[src/rtl/serTxPkg.sv]
package serTxPkg;
  typedef enum logic [1:0] {
    SLOT_NONE = 2'd0,
    SLOT_EVEN = 2'd1,
    SLOT_ODD  = 2'd2,
    SLOT_MP   = 2'd3
  } slotMode_t;

  // strobes from control to datapath
  typedef struct packed {
    logic load;   // copy holding register into shift register, start bit out
    logic shift;  // advance to the next bit of the frame
    logic stop;   // frame done, return line to marking
  } txStrobe_t;
endpackage

[src/rtl/serTxCtrl.sv]
module serTxCtrl
  import serTxPkg::*;
#(
  parameter int CNT_W = 4
) (
  input  logic             clk,
  input  logic             rstN,
  input  logic             bitTick,
  input  logic             hostLoad,
  input  logic [CNT_W-1:0] frameLen,
  output txStrobe_t        stb,
  output logic             busy,
  output logic             emptyFlag,
  output logic             endFlag
);
  logic [CNT_W-1:0] bitIdx;
  logic             lastBit;

  assign lastBit = busy && (bitIdx == frameLen - CNT_W'(1));

  always_comb begin
    stb.load  = bitTick && !emptyFlag && (!busy || lastBit);
    stb.shift = bitTick && busy && !lastBit;
    stb.stop  = bitTick && lastBit && emptyFlag;
  end

  always_ff @(posedge clk) begin
    if (!rstN) begin
      busy      <= 1'b0;
      bitIdx    <= '0;
      emptyFlag <= 1'b1;
      endFlag   <= 1'b1;
    end else begin
      if (stb.load) begin
        busy   <= 1'b1;
        bitIdx <= '0;
      end else if (stb.stop) begin
        busy   <= 1'b0;
        bitIdx <= '0;
      end else if (stb.shift) begin
        bitIdx <= bitIdx + CNT_W'(1);
      end

      if (hostLoad)      emptyFlag <= 1'b0;
      else if (stb.load) emptyFlag <= 1'b1;

      if (hostLoad)      endFlag <= 1'b0;
      else if (stb.stop) endFlag <= 1'b1;
    end
  end

  AST_LOAD_SETS_EMPTY: assert property (@(posedge clk) disable iff (!rstN)
    (stb.load && !hostLoad) |=> emptyFlag);
  AST_EMPTY_RISES_ON_TICK: assert property (@(posedge clk) disable iff (!rstN)
    $rose(emptyFlag) |-> $past(bitTick));
  AST_WRITE_CLEARS_END: assert property (@(posedge clk) disable iff (!rstN)
    hostLoad |=> !endFlag);
  AST_END_MEANS_IDLE: assert property (@(posedge clk) disable iff (!rstN)
    endFlag |-> !busy);
endmodule

[src/rtl/serTxDatapath.sv]
module serTxDatapath
  import serTxPkg::*;
#(
  parameter int DATA_W  = 8,
  parameter int FRAME_W = DATA_W + 4,
  parameter int CNT_W   = 4
) (
  input  logic              clk,
  input  logic              rstN,
  input  logic              bitTick,
  input  txStrobe_t         stb,
  input  logic              busy,
  input  logic              hostLoad,
  input  logic [DATA_W-1:0] hostData,
  input  logic              mpBitIn,
  input  logic              cfgShortData,
  input  slotMode_t         cfgSlot,
  input  logic              cfgTwoStop,
  output logic              txOut,
  output logic [CNT_W-1:0]  frameLen
);
  localparam int FIDX_W = $clog2(FRAME_W);

  logic [DATA_W-1:0]  holdReg;
  logic [FRAME_W-2:0] shiftReg;
  logic [FRAME_W-1:0] frameNext;
  logic [CNT_W-1:0]   lenNext;
  logic               txReg;
  logic               parityBit;
  logic               slotBit;
  logic               hasSlot;
  int                 dataBits;

  // frame assembly from the holding register and the current format
  always_comb begin
    dataBits  = cfgShortData ? DATA_W - 1 : DATA_W;
    parityBit = 1'b0;
    for (int k = 0; k < DATA_W; k++)
      if (k < dataBits) parityBit = parityBit ^ holdReg[k];
    hasSlot = (cfgSlot != SLOT_NONE);
    case (cfgSlot)
      SLOT_EVEN: slotBit = parityBit;
      SLOT_ODD:  slotBit = ~parityBit;
      SLOT_MP:   slotBit = mpBitIn;
      default:   slotBit = 1'b1;
    endcase
    frameNext    = '1;
    frameNext[0] = 1'b0;
    for (int k = 0; k < DATA_W; k++)
      frameNext[k+1] = (k < dataBits) ? holdReg[k] : 1'b1;
    if (hasSlot) frameNext[FIDX_W'(dataBits + 1)] = slotBit;
    lenNext = CNT_W'(1 + dataBits + (hasSlot ? 1 : 0) + (cfgTwoStop ? 2 : 1));
  end

  always_ff @(posedge clk) begin
    if (!rstN) begin
      holdReg  <= '0;
      shiftReg <= '1;
      txReg    <= 1'b1;
      frameLen <= '0;
    end else begin
      if (hostLoad) holdReg <= hostData;
      if (stb.load) begin
        shiftReg <= frameNext[FRAME_W-1:1];
        txReg    <= frameNext[0];
        frameLen <= lenNext;
      end else if (stb.shift) begin
        shiftReg <= {1'b1, shiftReg[FRAME_W-2:1]};
        txReg    <= shiftReg[0];
      end else if (stb.stop) begin
        txReg <= 1'b1;
      end
    end
  end

  assign txOut = txReg;

  AST_IDLE_MARKS: assert property (@(posedge clk) disable iff (!rstN)
    !busy |-> txOut);
  AST_HOLD_BETWEEN_TICKS: assert property (@(posedge clk) disable iff (!rstN)
    !bitTick |=> $stable(txOut));
endmodule

[src/rtl/serialTxEngine.sv]
module serialTxEngine
  import serTxPkg::*;
#(
  parameter int DATA_W = 8
) (
  input  logic              clk,
  input  logic              rstN,
  input  logic              bitTick,
  input  logic              hostLoad,
  input  logic [DATA_W-1:0] hostData,
  input  logic              mpBitIn,
  input  logic              cfgShortData,
  input  logic [1:0]        cfgSlot,
  input  logic              cfgTwoStop,
  input  logic              ieEmpty,
  input  logic              ieEnd,
  output logic              txOut,
  output logic              emptyFlag,
  output logic              endFlag,
  output logic              irqEmpty,
  output logic              irqEnd
);
  localparam int FRAME_W = DATA_W + 4;
  localparam int CNT_W   = $clog2(FRAME_W + 1);

  txStrobe_t        stb;
  logic             busy;
  logic [CNT_W-1:0] frameLen;

  serTxCtrl #(.CNT_W(CNT_W)) i_ctrl (
    .clk(clk), .rstN(rstN), .bitTick(bitTick), .hostLoad(hostLoad),
    .frameLen(frameLen), .stb(stb), .busy(busy),
    .emptyFlag(emptyFlag), .endFlag(endFlag)
  );

  serTxDatapath #(.DATA_W(DATA_W), .FRAME_W(FRAME_W), .CNT_W(CNT_W)) i_dp (
    .clk(clk), .rstN(rstN), .bitTick(bitTick), .stb(stb), .busy(busy),
    .hostLoad(hostLoad), .hostData(hostData), .mpBitIn(mpBitIn),
    .cfgShortData(cfgShortData), .cfgSlot(slotMode_t'(cfgSlot)),
    .cfgTwoStop(cfgTwoStop), .txOut(txOut), .frameLen(frameLen)
  );

  assign irqEmpty = emptyFlag & ieEmpty;
  assign irqEnd   = endFlag & ieEnd;
endmodule

[config.mk]
export PLATFORM = sky130hd
export DESIGN_NAME = serialTxEngine
export DESIGN_NICKNAME = d
export VERILOG_FILES = /design/src/rtl/serTxPkg.sv /design/src/rtl/serTxCtrl.sv /design/src/rtl/serTxDatapath.sv /design/src/rtl/serialTxEngine.sv
export SDC_FILE = /design/constraint.sdc
export NUM_CORES = 1
export LEC_CHECK = 0
export ABC_AREA = 1
export BUFFER_PORTS_ARGS = -buffer_cell sky130_fd_sc_hd__buf_2
export CAP_MARGIN = 10
export CORE_MARGIN = 1.5
export CORE_UTILIZATION = 59
export DETAILED_ROUTE_END_ITERATION = 6
export GPL_TIMING_DRIVEN = 0
export PLACE_DENSITY = 0.84
export REMOVE_ABC_BUFFERS = 1
export SYNTH_ARGS = -nofsm -noshare
export SYNTH_HDL_FRONTEND = slang
export SYNTH_HIERARCHICAL = 1
export SYNTH_SLANG_ARGS = --single-unit
[constraint.sdc]
create_clock -name clk -period 4.85 [get_ports clk]
set_input_delay 0.7275 -clock clk [delete_from_list [all_inputs] [get_ports clk]]
set_output_delay 0.7275 -clock clk [all_outputs]
set_load 0.01 [all_outputs]
Word-level counts from Yosys, hierarchy flattened
Index checks and enable logic that the tools add are counted.
- add/sub/neg operators: 5
- order comparisons: 10
- eq/ne operators: 4
- multiplexer cells: 34
- bitwise logic cells: 11
- reductions and logical operators: 19
- operators with widths (kind ; count):
    $lt 4x32->1 const A ; 4
    $lt 3x32->1 const A ; 2
    $lt 1x32->1 const A ; 1
    $lt 2x32->1 const A ; 1
    $mux 1 ; 26
    $mux 11 ; 2
    $bwmux 12 ; 1
    $mux 12 ; 1
    $reduce_bool 2->1 ; 5
    $add 4x4->4 ; 2
    $logic_and 1x1->1 ; 8
    $xor 1x1->1 ; 7
    $lt 4x6->1 const B ; 1
    $add 4x1->4 const B ; 1
    $add 4x2->4 const B ; 1
    $demux 1 s4 ; 1
    $eq 2x2->1 const B ; 2
    $eq 4x4->1 ; 1
    $ge 4x1->1 const B ; 1
    $mux 4 ; 1
    $sub 4x1->4 const B ; 1
    $logic_not 1->1 ; 3
    $pmux 1 s3 ; 1
    $reduce_bool 3->1 ; 1
    other kinds (6) ; 8
- bits in registers: 31
- input port bits: 19
- output and inout bits: 5
- word-level logic and storage cells: 91

Depth between registers and ports, before layout
- depth in word-level cells: 22
- depth in mapped cells: 18
- gate-level depth less buffers: 17

By module
The synthesis kept the hierarchy.
- modules (own cells, without submodules) (module ; instances ; cells each ; area an instance (um2) ; seq. area each (um2)):
    serTxDatapath ; 1 ; 122 ; 867.1 ; 420.4
    serTxCtrl ; 1 ; 82 ; 541.8 ; 140.1
    serialTxEngine ; 1 ; 4 ; 15.0 ; 0.0

Worst setup path before layout
No wires, ideal clock.
- path kind: reg2reg
- start: register i_dp.frameLen[0]
- end: register i_dp.shiftReg[0]
- arrival: 1.829 ns
- path slack: 2.887 ns
- stages on the path, launching flop included: 18
- clock period less this slack: 1.963 ns
- cells stage by stage: dfxtp_1 > inv_1 > ha_1 > nand2_1 > inv_1 > nor2_1 > nand2_1 > nor2_4 > nand2_4 > nand2_2 > nand2_4 > inv_1 > inv_2 > buf_2 > nand2_1 > nand2_1 > nand2_1 > nand3_1
- RTL lines (what ; RTL line ; RTL):
    start: declaration ; serTxDatapath.sv:20 ; output logic [CNT_W-1:0] frameLen
    start signal: assignment ; serTxDatapath.sv:66 ; frameLen <= lenNext;
    end signal: assignment ; serTxDatapath.sv:64 ; shiftReg <= frameNext[FRAME_W-1:1];
    end signal: assignment ; serTxDatapath.sv:68 ; shiftReg <= {1'b1, shiftReg[FRAME_W-2:1]};
    end: declaration ; serTxDatapath.sv:25 ; logic [FRAME_W-2:0] shiftReg;

==> impl_metrics.ini <==
[global_route]
grt_overflow = 0
grt_antenna_before_repair = 0
grt_pass1_wl_um = 4220
grt_pass1_vias = 1074
track_usage_pct = 21.0
grt_max_degree = 25

[power]
p_sw_w = 0.000125
worst_ir_drop_vdd_v = 0.000215
power_w = 0.000450
p_int_w = 0.000324
p_seq_share_pct = 56.8
p_leak_nw = 0.872
power_frac_comb_pct = 18.0
power_density_nw_per_um2 = 284
switching_share_pct = 27.9
clockPowerShare_pct = 25.1

[clock_tree]
numCtsBuffers = 3
path_clk_slew_ns = 0.14
htreeDepth = 1
cts_tree = yes
clock_latency_ns = 0.33
postCtsHoldBufs = 0
cts-resized-gates = 0
cts_root_buffer = clkbuf_4
cts_sinks = 28
cts_setup_buffers = 0
clk_path_buf_depth = 2

[drt]
firstDrtPassIters = 4
totalWireLength_um = 2400
drc = 0
drt_iter0_drc = 17
vias_per_cell = 4.74
ant_nets = 0
wl_per_cell_um = 9.28
vias = 1224

[critical_path]
crit_path_cell_trace = inv_1 > ha_1 > nand2_1 > inv_1 > nor2_1 > nand2_1 > nor2_4 > nand2_4 > nand2_2 > nand2_4 > inv_1 > inv_2 > nand2_1 > nand2_1 > nand3_1
rrSetupSlack_ns = 2.39
reg2reg_from = i_dp/frameLen[0]$_SDFFE_PN0P_
cp-start-kind = register
cpPeakStageDelay_ns = 0.39
critical_path_buf_inv_count = 4
worstPathArrival_ns = 2.73
critPathSlowestCell = dfxtp_1
reg2reg_depth = 15
crit_type = register to register
cp_max_fo = 14
r2r_end = i_dp/shiftReg[6]$_SDFFE_PN1P_
path_delay_family = simple AND/OR/NAND/NOR gates
critPathMostFrequentCell = nand2_1
crit_required_ns = 5.12
end_kind = register

[layout]
layout_commonest_cell = nand2_1
syn_to_final_growth_pct = 11.2
drive_above_1_share_pct = 19.1
final_area_sq_um = 1580
fin_cells = 258
nets = 254
diodes = 0
mostFrequentLayoutCells = 63 x nand2_1, 28 x nor2_1, 28 x dfxtp_1, 25 x inv_1, 22 x buf_2

[synthesis]
yosysSeqAreaShare_pct = 39.4
synth_cells = 208
avgSynthCellArea_sq_um = 6.85
synthFlopType = dfxtp_1
synth_cell_types = 23
ys_ff_latch = 28
async_reset_ff_share_pct = 0
yosys_warnings = 6
syn_area_sq_um = 1420
synth-edff-count = 0

[sta]
worstMarginPinSlew_ns = 0.450
timing.fmax_ghz = 0.407
tns_ns = 0
setup_viol_count_final = 0
finalCritPeriodShare_pct = 50.6
min_period_ns = 2.46
hold_viol_final = 0
maxSlewHeadroom_pct = 70.0
fin_skew_ns = 0.00854
whs_ns = 0.490
rsz0062_at_grt = no
slew_violations = 0

[floorplanning]
start_util_pct = 63.2
chipHeight_um = 52.1
core_sq_um = 2250
dieArea_sq_um = 2720
die_width_um = 52.1
rows = 17
ios = 24

[min_path]
hold_path_class = register to register
min_from = i_dp/shiftReg[7]$_SDFFE_PN1P_
holdPathEnd = i_dp/shiftReg[7]$_SDFFE_PN1P_
holdPathStages = 2

[place]
dpl.hpwl_um = 1780
placedCellCount = 254
port_buffers = 22
placed_area_sq_um = 1550
gp_congestion = 0.748

[run_status]
outcome = complete, no violations

[job]
max_cap_violations = 0
metal layers:
layer	vias to the layer above	share of wire (%)	wire (um)	GRT usage (%)
met5	-	0	0	0
met4	0	0.67	16	9.21
met3	2	2.1	51	3.45
met2	15	48	1150	36.5
met1	529	49	1170	25.2
li1	678	-	-	-
worst min-delay path, delay by kind of cell, from the launching register on:
family | cells | cell delay (ns)
AO/OA/AOI/OAI | 1 | 0.07
flip-flops | 1 | 0.35
AND/OR/NAND/NOR | 1 | 0.05
power by group through the flow:
stage,Sequential [W],Clock [W],Combinational [W]
final,0.000255,0.000113,0.0000811
after global routing,0.000257,0.000127,0.0000958
after CTS,0.000256,0.000117,0.0000818
after detailed placement,0.000260,0,0.0000814
after global placement,0.000260,0,0.0000796
after floorplan,0.000260,0,0.0000577
synthesized netlist by cell type (3+ instances only):
cell | number | area [sq um]
o21ai_0 | 8 | 40.0
nand2_4 | 4 | 45.0
nor2_1 | 28 | 105
inv_1 | 25 | 93.8
nand2_1 | 63 | 236
inv_2 | 3 | 11.3
ha_1 | 3 | 37.5
xor2_1 | 3 | 26.3
nand3_1 | 18 | 90.1
nand2_2 | 3 | 18.8
o21ai_1 | 4 | 20.0
nor2_2 | 5 | 31.3
dfxtp_1 | 28 | 561
through the flow:
step | worst slack (ns) | util (%)
after floorplan | 2.78 | -
after global placement | 2.42 | 68.6
after detailed placement | 2.40 | 68.6
after CTS | 2.39 | 70.3
after global routing | 2.10 | 70.3
final | 2.39 | 70.3
sequential cells by signal (all words and copies together), names as in the netlist:
register,count
i_ctrl/bitIdx,4
i_dp/holdReg,8
i_ctrl/endFlag,1
i_ctrl/emptyFlag,1
i_ctrl/busy,1
i_dp/txOut,1
i_dp/frameLen,4
i_dp/shiftReg,8
area by class of cell:
cell class | count | area (sq um)
Multi-Input combinational cell | 148 | 737
Inverter | 28 | 105
Clock buffer | 4 | 36.3
Fill cell | 214 | 671
Tap cell | 28 | 35.0
Sequential cell | 28 | 561
Timing Repair Buffer | 22 | 110
worst max-delay path by stage:
stage	from	to	slack (ns)	depth (start not counted)
after floorplan	i_dp/frameLen[0]$_SDFFE_PN0P_	i_dp/shiftReg[0]$_SDFFE_PN1P_	2.78	15
after global placement	i_dp/frameLen[0]$_SDFFE_PN0P_	i_dp/shiftReg[1]$_SDFFE_PN1P_	2.42	15
after detailed placement	i_dp/frameLen[0]$_SDFFE_PN0P_	i_dp/shiftReg[3]$_SDFFE_PN1P_	2.40	15
after CTS	i_dp/frameLen[0]$_SDFFE_PN0P_	i_dp/shiftReg[3]$_SDFFE_PN1P_	2.39	15
after global routing	i_dp/frameLen[0]$_SDFFE_PN0P_	i_dp/shiftReg[7]$_SDFFE_PN1P_	2.10	15
final	i_dp/frameLen[0]$_SDFFE_PN0P_	i_dp/shiftReg[6]$_SDFFE_PN1P_	2.39	15
cell families after synthesis:
| group | Yosys count | synth area share [%] |
|---|---|---|
| AOI/OAI and AO/OA | 16 | 6.41 |
| xor gates and xnor gates | 5 | 3.08 |
| adders and majority gates | 4 | 4.04 |
| buffers and inverters | 32 | 8.88 |
| DFF | 28 | 39.4 |
| and+or+nand+nor | 123 | 38.2 |
Note: power is estimated with default switching activity, not from simulation.
